## src/rtl/tx_ring_pkg.sv

```systemverilog
package tx_ring_pkg;

  localparam int WORD_W = 32;
  localparam int LEN_W  = 11;
  localparam int COL_W  = 2;

  typedef enum logic [2:0] {
    ST_IDLE, ST_RD_CTRL, ST_RD_FLAGS, ST_RD_BUF, ST_JOB, ST_WRBACK
  } walk_state_t;

  // ownership flag in the low control word
  function automatic logic hw_owned(input logic [WORD_W-1:0] lo);
    return lo[31];
  endfunction

  // low control word as written back: owner cleared, status inserted
  function automatic logic [WORD_W-1:0] wrback_word(input logic [WORD_W-1:0] lo,
                                                    input logic [COL_W-1:0] col);
    return {1'b0, lo[30:COL_W], col};
  endfunction

  // poll cycle in clocks for the selected length and line rate
  function automatic int unsigned cycle_ticks(input int unsigned unit,
                                              input logic long_sel,
                                              input logic fast);
    int unsigned t;
    t = long_sel ? unit * 16 : unit;
    return fast ? t : t * 10;
  endfunction

endpackage

```

## src/rtl/tx_poll_timer.sv

```systemverilog
module tx_poll_timer #(
  parameter int UNIT_TICKS = 8
) (
  input  logic       clk,
  input  logic       rst_n,
  input  logic       run,
  input  logic [3:0] poll_n,
  input  logic       poll_long,
  input  logic       rate_100,
  output logic       fire
);
  import tx_ring_pkg::*;

  localparam int MAX_TICKS = UNIT_TICKS * 160;
  localparam int TICK_W    = $clog2(MAX_TICKS + 1);

  logic [TICK_W-1:0] tick_q;
  logic [3:0]        cyc_q;
  logic [TICK_W-1:0] tick_last;
  logic              enabled;
  logic              tick_end;

  assign tick_last = TICK_W'(cycle_ticks(UNIT_TICKS, poll_long, rate_100) - 1);
  assign enabled   = run && (poll_n != 4'd0);
  assign tick_end  = tick_q >= tick_last;
  assign fire      = enabled && tick_end && (cyc_q >= poll_n - 4'd1);

  always_ff @(posedge clk or negedge rst_n) begin
    if (!rst_n) begin
      tick_q <= '0;
      cyc_q  <= '0;
    end else if (!enabled) begin
      tick_q <= '0;
      cyc_q  <= '0;
    end else if (tick_end) begin
      tick_q <= '0;
      cyc_q  <= fire ? 4'd0 : cyc_q + 4'd1;
    end else begin
      tick_q <= tick_q + 1'b1;
    end
  end

  // spacing check: with settings unchanged since the last fire, the gap is n cycles
  logic [31:0] gap_q;
  logic        armed_q;
  logic [5:0]  cfg_q;
  logic [31:0] period_now;
  assign period_now = 32'(poll_n) * cycle_ticks(UNIT_TICKS, poll_long, rate_100);

  always_ff @(posedge clk or negedge rst_n) begin
    if (!rst_n) begin
      gap_q   <= '0;
      armed_q <= 1'b0;
      cfg_q   <= '0;
    end else begin
      cfg_q <= {poll_n, poll_long, rate_100};
      if (fire) begin
        gap_q   <= 32'd1;
        armed_q <= 1'b1;
      end else begin
        gap_q <= gap_q + 32'd1;
        if (cfg_q != {poll_n, poll_long, rate_100} || !run) armed_q <= 1'b0;
      end
    end
  end

  p_fire_period_r7: assert property (@(posedge clk) disable iff (!rst_n)
    (fire && armed_q && cfg_q == {poll_n, poll_long, rate_100}) |-> gap_q == period_now);

  p_off_silent_r7: assert property (@(posedge clk) disable iff (!rst_n)
    (poll_n == 4'd0) |=> (poll_n != 4'd0) || !fire);

endmodule

```

## src/rtl/tx_ring_walker.sv

```systemverilog
module tx_ring_walker #(
  parameter int ADDR_W = 32
) (
  input  logic                          clk,
  input  logic                          rst_n,
  input  logic                          dma_en,
  input  logic [ADDR_W-1:0]             ring_base,
  input  logic                          trig,
  output logic                          mem_req,
  output logic                          mem_we,
  output logic [ADDR_W-1:0]             mem_addr,
  output logic [tx_ring_pkg::WORD_W-1:0] mem_wdata,
  input  logic [tx_ring_pkg::WORD_W-1:0] mem_rdata,
  input  logic                          mem_ack,
  output logic                          job_valid,
  output logic [ADDR_W-1:0]             job_buf,
  output logic [tx_ring_pkg::LEN_W-1:0] job_len,
  output logic                          job_first,
  output logic                          job_last,
  input  logic                          job_done,
  input  logic [tx_ring_pkg::COL_W-1:0] job_col
);
  import tx_ring_pkg::*;

  localparam logic [ADDR_W-1:0] DESC_STEP = ADDR_W'(16);
  localparam logic [ADDR_W-1:0] BASE_MASK = ~ADDR_W'(15);

  walk_state_t        st_q;
  logic [ADDR_W-1:0]  ptr_q, desc_q, buf_q;
  logic [WORD_W-1:0]  lo_q;
  logic               end_q, first_q, last_q, pend_q, dma_q;
  logic [LEN_W-1:0]   len_q;
  logic [COL_W-1:0]   col_q;

  // named internal events
  logic              dma_rise, ev_start, ev_stop, ev_wb_done;
  logic [ADDR_W-1:0] base_al, next_desc, start_addr;

  assign base_al    = ring_base & BASE_MASK;
  assign dma_rise   = dma_en && !dma_q;
  assign start_addr = dma_rise ? base_al : ptr_q;
  assign next_desc  = end_q ? base_al : desc_q + DESC_STEP;
  assign ev_start   = (st_q == ST_IDLE) && dma_en && (trig || pend_q);
  assign ev_stop    = (st_q == ST_RD_CTRL) && mem_ack && !hw_owned(mem_rdata);
  assign ev_wb_done = (st_q == ST_WRBACK) && mem_ack;

  always_comb begin
    mem_req   = 1'b0;
    mem_we    = 1'b0;
    mem_addr  = desc_q;
    mem_wdata = '0;
    unique case (st_q)
      ST_RD_CTRL:  mem_req = 1'b1;
      ST_RD_FLAGS: begin mem_req = 1'b1; mem_addr = desc_q + ADDR_W'(4); end
      ST_RD_BUF:   begin mem_req = 1'b1; mem_addr = desc_q + ADDR_W'(8); end
      ST_WRBACK:   begin mem_req = 1'b1; mem_we = 1'b1; mem_wdata = wrback_word(lo_q, col_q); end
      default: ;
    endcase
  end

  assign job_valid = (st_q == ST_JOB);
  assign job_buf   = buf_q;
  assign job_len   = len_q;
  assign job_first = first_q;
  assign job_last  = last_q;

  always_ff @(posedge clk or negedge rst_n) begin
    if (!rst_n) begin
      st_q <= ST_IDLE;
      ptr_q <= '0; desc_q <= '0; buf_q <= '0; lo_q <= '0;
      end_q <= 1'b0; first_q <= 1'b0; last_q <= 1'b0; len_q <= '0;
      col_q <= '0; pend_q <= 1'b0; dma_q <= 1'b0;
    end else begin
      dma_q <= dma_en;
      if (dma_rise) ptr_q <= base_al;
      if (st_q != ST_IDLE && trig) pend_q <= 1'b1;
      unique case (st_q)
        ST_IDLE: if (ev_start) begin
          desc_q <= start_addr;
          pend_q <= 1'b0;
          st_q   <= ST_RD_CTRL;
        end
        ST_RD_CTRL: if (mem_ack) begin
          lo_q <= mem_rdata;
          st_q <= hw_owned(mem_rdata) ? ST_RD_FLAGS : ST_IDLE;
        end
        ST_RD_FLAGS: if (mem_ack) begin
          end_q   <= mem_rdata[31];
          first_q <= mem_rdata[28];
          last_q  <= mem_rdata[27];
          len_q   <= mem_rdata[LEN_W-1:0];
          st_q    <= ST_RD_BUF;
        end
        ST_RD_BUF: if (mem_ack) begin
          buf_q <= ADDR_W'(mem_rdata);
          st_q  <= ST_JOB;
        end
        ST_JOB: if (job_done) begin
          col_q <= job_col;
          st_q  <= ST_WRBACK;
        end
        ST_WRBACK: if (mem_ack) begin
          if (!dma_rise) ptr_q <= next_desc;
          desc_q <= next_desc;
          st_q   <= dma_en ? ST_RD_CTRL : ST_IDLE;
        end
        default: st_q <= ST_IDLE;
      endcase
    end
  end

  p_req_hold_r2: assert property (@(posedge clk) disable iff (!rst_n)
    (mem_req && !mem_ack) |=> mem_req && $stable(mem_addr) && $stable(mem_we));

  p_job_owned_r2: assert property (@(posedge clk) disable iff (!rst_n)
    $rose(job_valid) |-> lo_q[31]);

  p_job_held_r2: assert property (@(posedge clk) disable iff (!rst_n)
    (job_valid && !job_done) |=> job_valid && $stable(job_buf) && $stable(job_len));

  p_wb_owner_clear_r3: assert property (@(posedge clk) disable iff (!rst_n)
    (mem_req && mem_we) |-> !mem_wdata[31] && mem_addr[3:0] == 4'd0);

  p_wrap_base_r5: assert property (@(posedge clk) disable iff (!rst_n)
    (ev_wb_done && end_q && !dma_rise) |=> ptr_q == $past(base_al));

  p_stop_no_advance_r6: assert property (@(posedge clk) disable iff (!rst_n)
    (ev_stop && !dma_rise) |=> $stable(ptr_q) && st_q == ST_IDLE);

  p_off_no_start_r9: assert property (@(posedge clk) disable iff (!rst_n)
    (st_q == ST_IDLE && !dma_en) |=> st_q == ST_IDLE);

endmodule

```

## src/rtl/tx_ring_poller.sv

```systemverilog
module tx_ring_poller #(
  parameter int ADDR_W     = 32,
  parameter int UNIT_TICKS = 8
) (
  input  logic              clk,
  input  logic              rst_n,
  input  logic              dma_en,
  input  logic [ADDR_W-1:0] ring_base,
  input  logic              poll_kick,
  input  logic [3:0]        poll_n,
  input  logic              poll_long,
  input  logic              rate_100,
  output logic              mem_req,
  output logic              mem_we,
  output logic [ADDR_W-1:0] mem_addr,
  output logic [31:0]       mem_wdata,
  input  logic [31:0]       mem_rdata,
  input  logic              mem_ack,
  output logic              job_valid,
  output logic [ADDR_W-1:0] job_buf,
  output logic [10:0]       job_len,
  output logic              job_first,
  output logic              job_last,
  input  logic              job_done,
  input  logic [1:0]        job_col
);

  logic timer_fire;
  logic trig;

  tx_poll_timer #(.UNIT_TICKS(UNIT_TICKS)) u_timer (
    .clk(clk), .rst_n(rst_n), .run(dma_en), .poll_n(poll_n),
    .poll_long(poll_long), .rate_100(rate_100), .fire(timer_fire)
  );

  assign trig = poll_kick || timer_fire;

  tx_ring_walker #(.ADDR_W(ADDR_W)) u_walk (
    .clk(clk), .rst_n(rst_n), .dma_en(dma_en), .ring_base(ring_base), .trig(trig),
    .mem_req(mem_req), .mem_we(mem_we), .mem_addr(mem_addr), .mem_wdata(mem_wdata),
    .mem_rdata(mem_rdata), .mem_ack(mem_ack),
    .job_valid(job_valid), .job_buf(job_buf), .job_len(job_len),
    .job_first(job_first), .job_last(job_last), .job_done(job_done), .job_col(job_col)
  );

  p_idle_after_reset_r1: assert property (@(posedge clk) disable iff (!rst_n)
    $rose(rst_n) |-> !mem_req && !job_valid);

endmodule

```

## config.mk

```make
export PLATFORM = sky130hd
export DESIGN_NAME = tx_ring_poller
export DESIGN_NICKNAME = d
export VERILOG_FILES = /design/src/rtl/tx_ring_pkg.sv /design/src/rtl/tx_poll_timer.sv /design/src/rtl/tx_ring_walker.sv /design/src/rtl/tx_ring_poller.sv
export SDC_FILE = /design/constraint.sdc
export NUM_CORES = 1
export LEC_CHECK = 0
export BUFFER_PORTS_ARGS = -buffer_cell sky130_fd_sc_hd__buf_2
export CAP_MARGIN = 20
export CORE_MARGIN = 10
export CORE_UTILIZATION = 45
export DETAILED_ROUTE_END_ITERATION = 10
export PLACE_DENSITY = 0.71
export SKIP_CTS_REPAIR_TIMING = 1
export SYNTH_ARGS = -nofsm -noshare
export SYNTH_HDL_FRONTEND = slang
export SYNTH_HIERARCHICAL = 1
export SYNTH_SLANG_ARGS = --single-unit
export TNS_END_PERCENT = 30
```

## constraint.sdc

```tcl
create_clock -name clk -period 2.91 [get_ports clk]
set_input_delay 0.4365 -clock clk [delete_from_list [all_inputs] [get_ports clk]]
set_output_delay 0.4365 -clock clk [all_outputs]
set_load 0.02 [all_outputs]
```

==> run metrics <==
EDFF count, synth 0; worst-path cell chain nand4_4 > or4_4 > nor2_1 > nand2_1 > xnor2_1 > buf_2; crit end category output port; Critical Path Fanout Max 8; largest net degree at the start of global routing 65; Port Buffers 184; number of nets in the layout 1227; full die area 25920 um^2; clock sink count 161; Pre-antenna DRT Iters 5; YS warnings 6; total grt overflow 0; multi-input logic area 4715 um^2; final period utilization 0.9776; initial antenna violation count 1; Max-Cap Viols 0; CTS Root Cell clkbuf_16; post-layout worst setup margin 65.07 ps; Final Skew 13.90 ps; Synth area leader dfrtp_1; max_slew headroom 0.3806; Static Leak 5.139 nW; mapped cell area 8947 um^2; Worst-path clk slew 70 ps; first-pass GRT wire length 44600 um; Max Root-Sink Buffers 2; Post-Place Cells 1366; Mean Syn Cell Area 9.768 um^2; Cell Pwr Density 1040 nW/um^2; sequential share of the synthesized area 0.4503; Reg2Reg Setup Slack 160 ps; Setup CP Type reg -> out; # IOs 190; Total Routing Usage GR 0.2127; Crit-path slowest cell or4_4; Post-synth top flop dfrtp_1; Cells after Synth 916; DRC 0; vias in the first global route 8252; Layout Cells excl Fill 1410; Tightest Hold Check Type in -> async; WHS 16.56 ps; row count 51; dpl cell area 10490 um^2; final instance area 11340 um^2; drt initial violations 682; HPWL after DPL 20530 um; Synth top cells by count dfrtp_1, nand2_1, mux2_2; flops & latches, synth 161; die height 161.0 um; ys async rst share 1.000; CTS buffer count 17; required time of the critical path 2470 ps; Layout fillers 1719; CTS tree done; Worst Max-Slew Pin Slew 928.1 ps; routability cong. 0.9707; register area 4039 um^2; worst skew pair latency 440 ps; fin. max-slew vios 0; Synth area leaders dfrtp_1, mux2_2, nand2_1; Starting Density 0.4582; DR WL/cell 20.09 um; share of cells above drive strength 1 0.3593; Peak VDD IR 0.0006574 V; Setup Viol. Count Final 0; core box area 19530 um^2; Startpoint Class flip-flop; FMAX 351.5 MHz; vias per cell 5.679; library cells used by synthesis 69; Arr. time, crit path 2410 ps; Die W 161.0 um; CTS HTree Levels 4; CP peak stage delay 600 ps; Period minus WS final 2845 ps; Post-DRT Antenna Nets 0; pre-CTS setup slack -231.5 ps; status completed; Routed WL 28330 um; Fin. Hold Viols 0; total number of vias 8007; P&R area growth vs syn 26.71%; top-area cell type share of the netlist area 0.4503; top-count cell post-synth dfrtp_1
where the power goes:
| part | switching [mW] | leakage, nW | total, mW | internal (mW) |
|---|---|---|---|---|
| logic | 3.13 | 2.88 | 5.53 | 2.39 |
| registers | 0.733 | 1.95 | 3.87 | 3.14 |
| clock network | 1.13 | 0.308 | 2.39 | 1.26 |
final timing paths:
| path | startpoint | end | cells after the start |
|---|---|---|---|
| setup / recovery | u_walk/desc_q[11] | mem_addr[29] | 6 |
| hold / removal | rst_n | u_timer/cyc_q[3] | 1 |
| setup reg to reg | u_timer/tick_q[6] | u_walk/desc_q[24] | 14 |
| hold reg to reg | u_timer/tick_q[0] | u_timer/tick_q[0] | 1 |
| max in group asynchronous | rst_n | u_walk/ptr_q[31] | 2 |
| min in group clk | mem_rdata[11] | u_walk/job_buf[11] | 2 |
cell usage in the layout (no fill, tap or decap), types with 6 or more instances in the layout:
| cell type | count |
|---|---|
| a21oi_1 | 49 |
| buf_2 | 183 |
| a22oi_1 | 6 |
| nor3_1 | 19 |
| and2_1 | 32 |
| o21ai_0 | 42 |
| and4_1 | 6 |
| buf_4 | 77 |
| clkbuf_16 | 17 |
| mux2i_1 | 13 |
| a221oi_1 | 6 |
| a22o_1 | 7 |
| dfrtp_2 | 8 |
| o22ai_1 | 13 |
| a31oi_1 | 10 |
| nand3_1 | 26 |
| and3_1 | 13 |
| nand2_1 | 82 |
| or3_1 | 6 |
| nand4_1 | 14 |
| nor2_1 | 66 |
| inv_1 | 12 |
| mux2_2 | 79 |
| nor4_1 | 8 |
| xnor2_1 | 30 |
| ha_1 | 13 |
| nand2b_1 | 10 |
| xor2_1 | 25 |
| dfrtp_1 | 153 |
logic make-up after synthesis:
group	synth area share
compound gates	0.1396
xor+xnor	0.05384
fa+ha+maj	0.02517
buf+inv	0.03846
flops	0.4503
mux	0.1140
other cells	0.0008394
simple gates	0.1779
metrics by stage:
step	power, mW	util	setup TNS, ps
3_5_place_dp	9.188	0.5374	-3079
4_1_cts	11.61	0.5699	-90.49
3_3_place_gp	9.035	0.5374	-1019
6_report	11.79	0.5806	0
5_1_grt	12.47	0.5805	-0.4037
2_1_floorplan	7.181	-	-16.70
worst max-delay path: cells and delay by family (launching register included):
family        cells  cell delay [ps]
buf+inv           1              230
simple gates      4              990
flops             1              470
xor+xnor          1              280
final cells by class:
cell class              instances  area share
well taps                     265     0.02925
multi-input cells             674      0.4158
flip-flops and latches        161      0.3563
clock inverters                15     0.01854
repair buffers                264      0.1381
clock buffers                  17     0.03752
inverters                      13    0.004304
diodes                          1   0.0002207
state kept, by name, summed over array words and instances (netlist names), 2 cells and up:
name and flops:
u_walk/desc_q 32, u_timer/cyc_q 4, u_walk/col_q 2, u_walk/st_q 3, u_walk/job_len 11, u_walk/job_buf 32, u_timer/tick_q 11, u_walk/lo_q 29
u_walk/ptr_q 32
layer usage:
| metal | wire, um | up-vias | track usage | part of all wire |
|---|---|---|---|---|
| li1 | - | 3712 | - | - |
| met1 | 11230 | 3844 | 0.2533 | 0.40 |
| met2 | 13320 | 392 | 0.3438 | 0.47 |
| met3 | 3112 | 59 | 0.08414 | 0.11 |
| met4 | 667 | 0 | 0.07196 | 0.024 |
| met5 | 0 | - | 0 | 0 |
(Power assumes the default switching activity.)
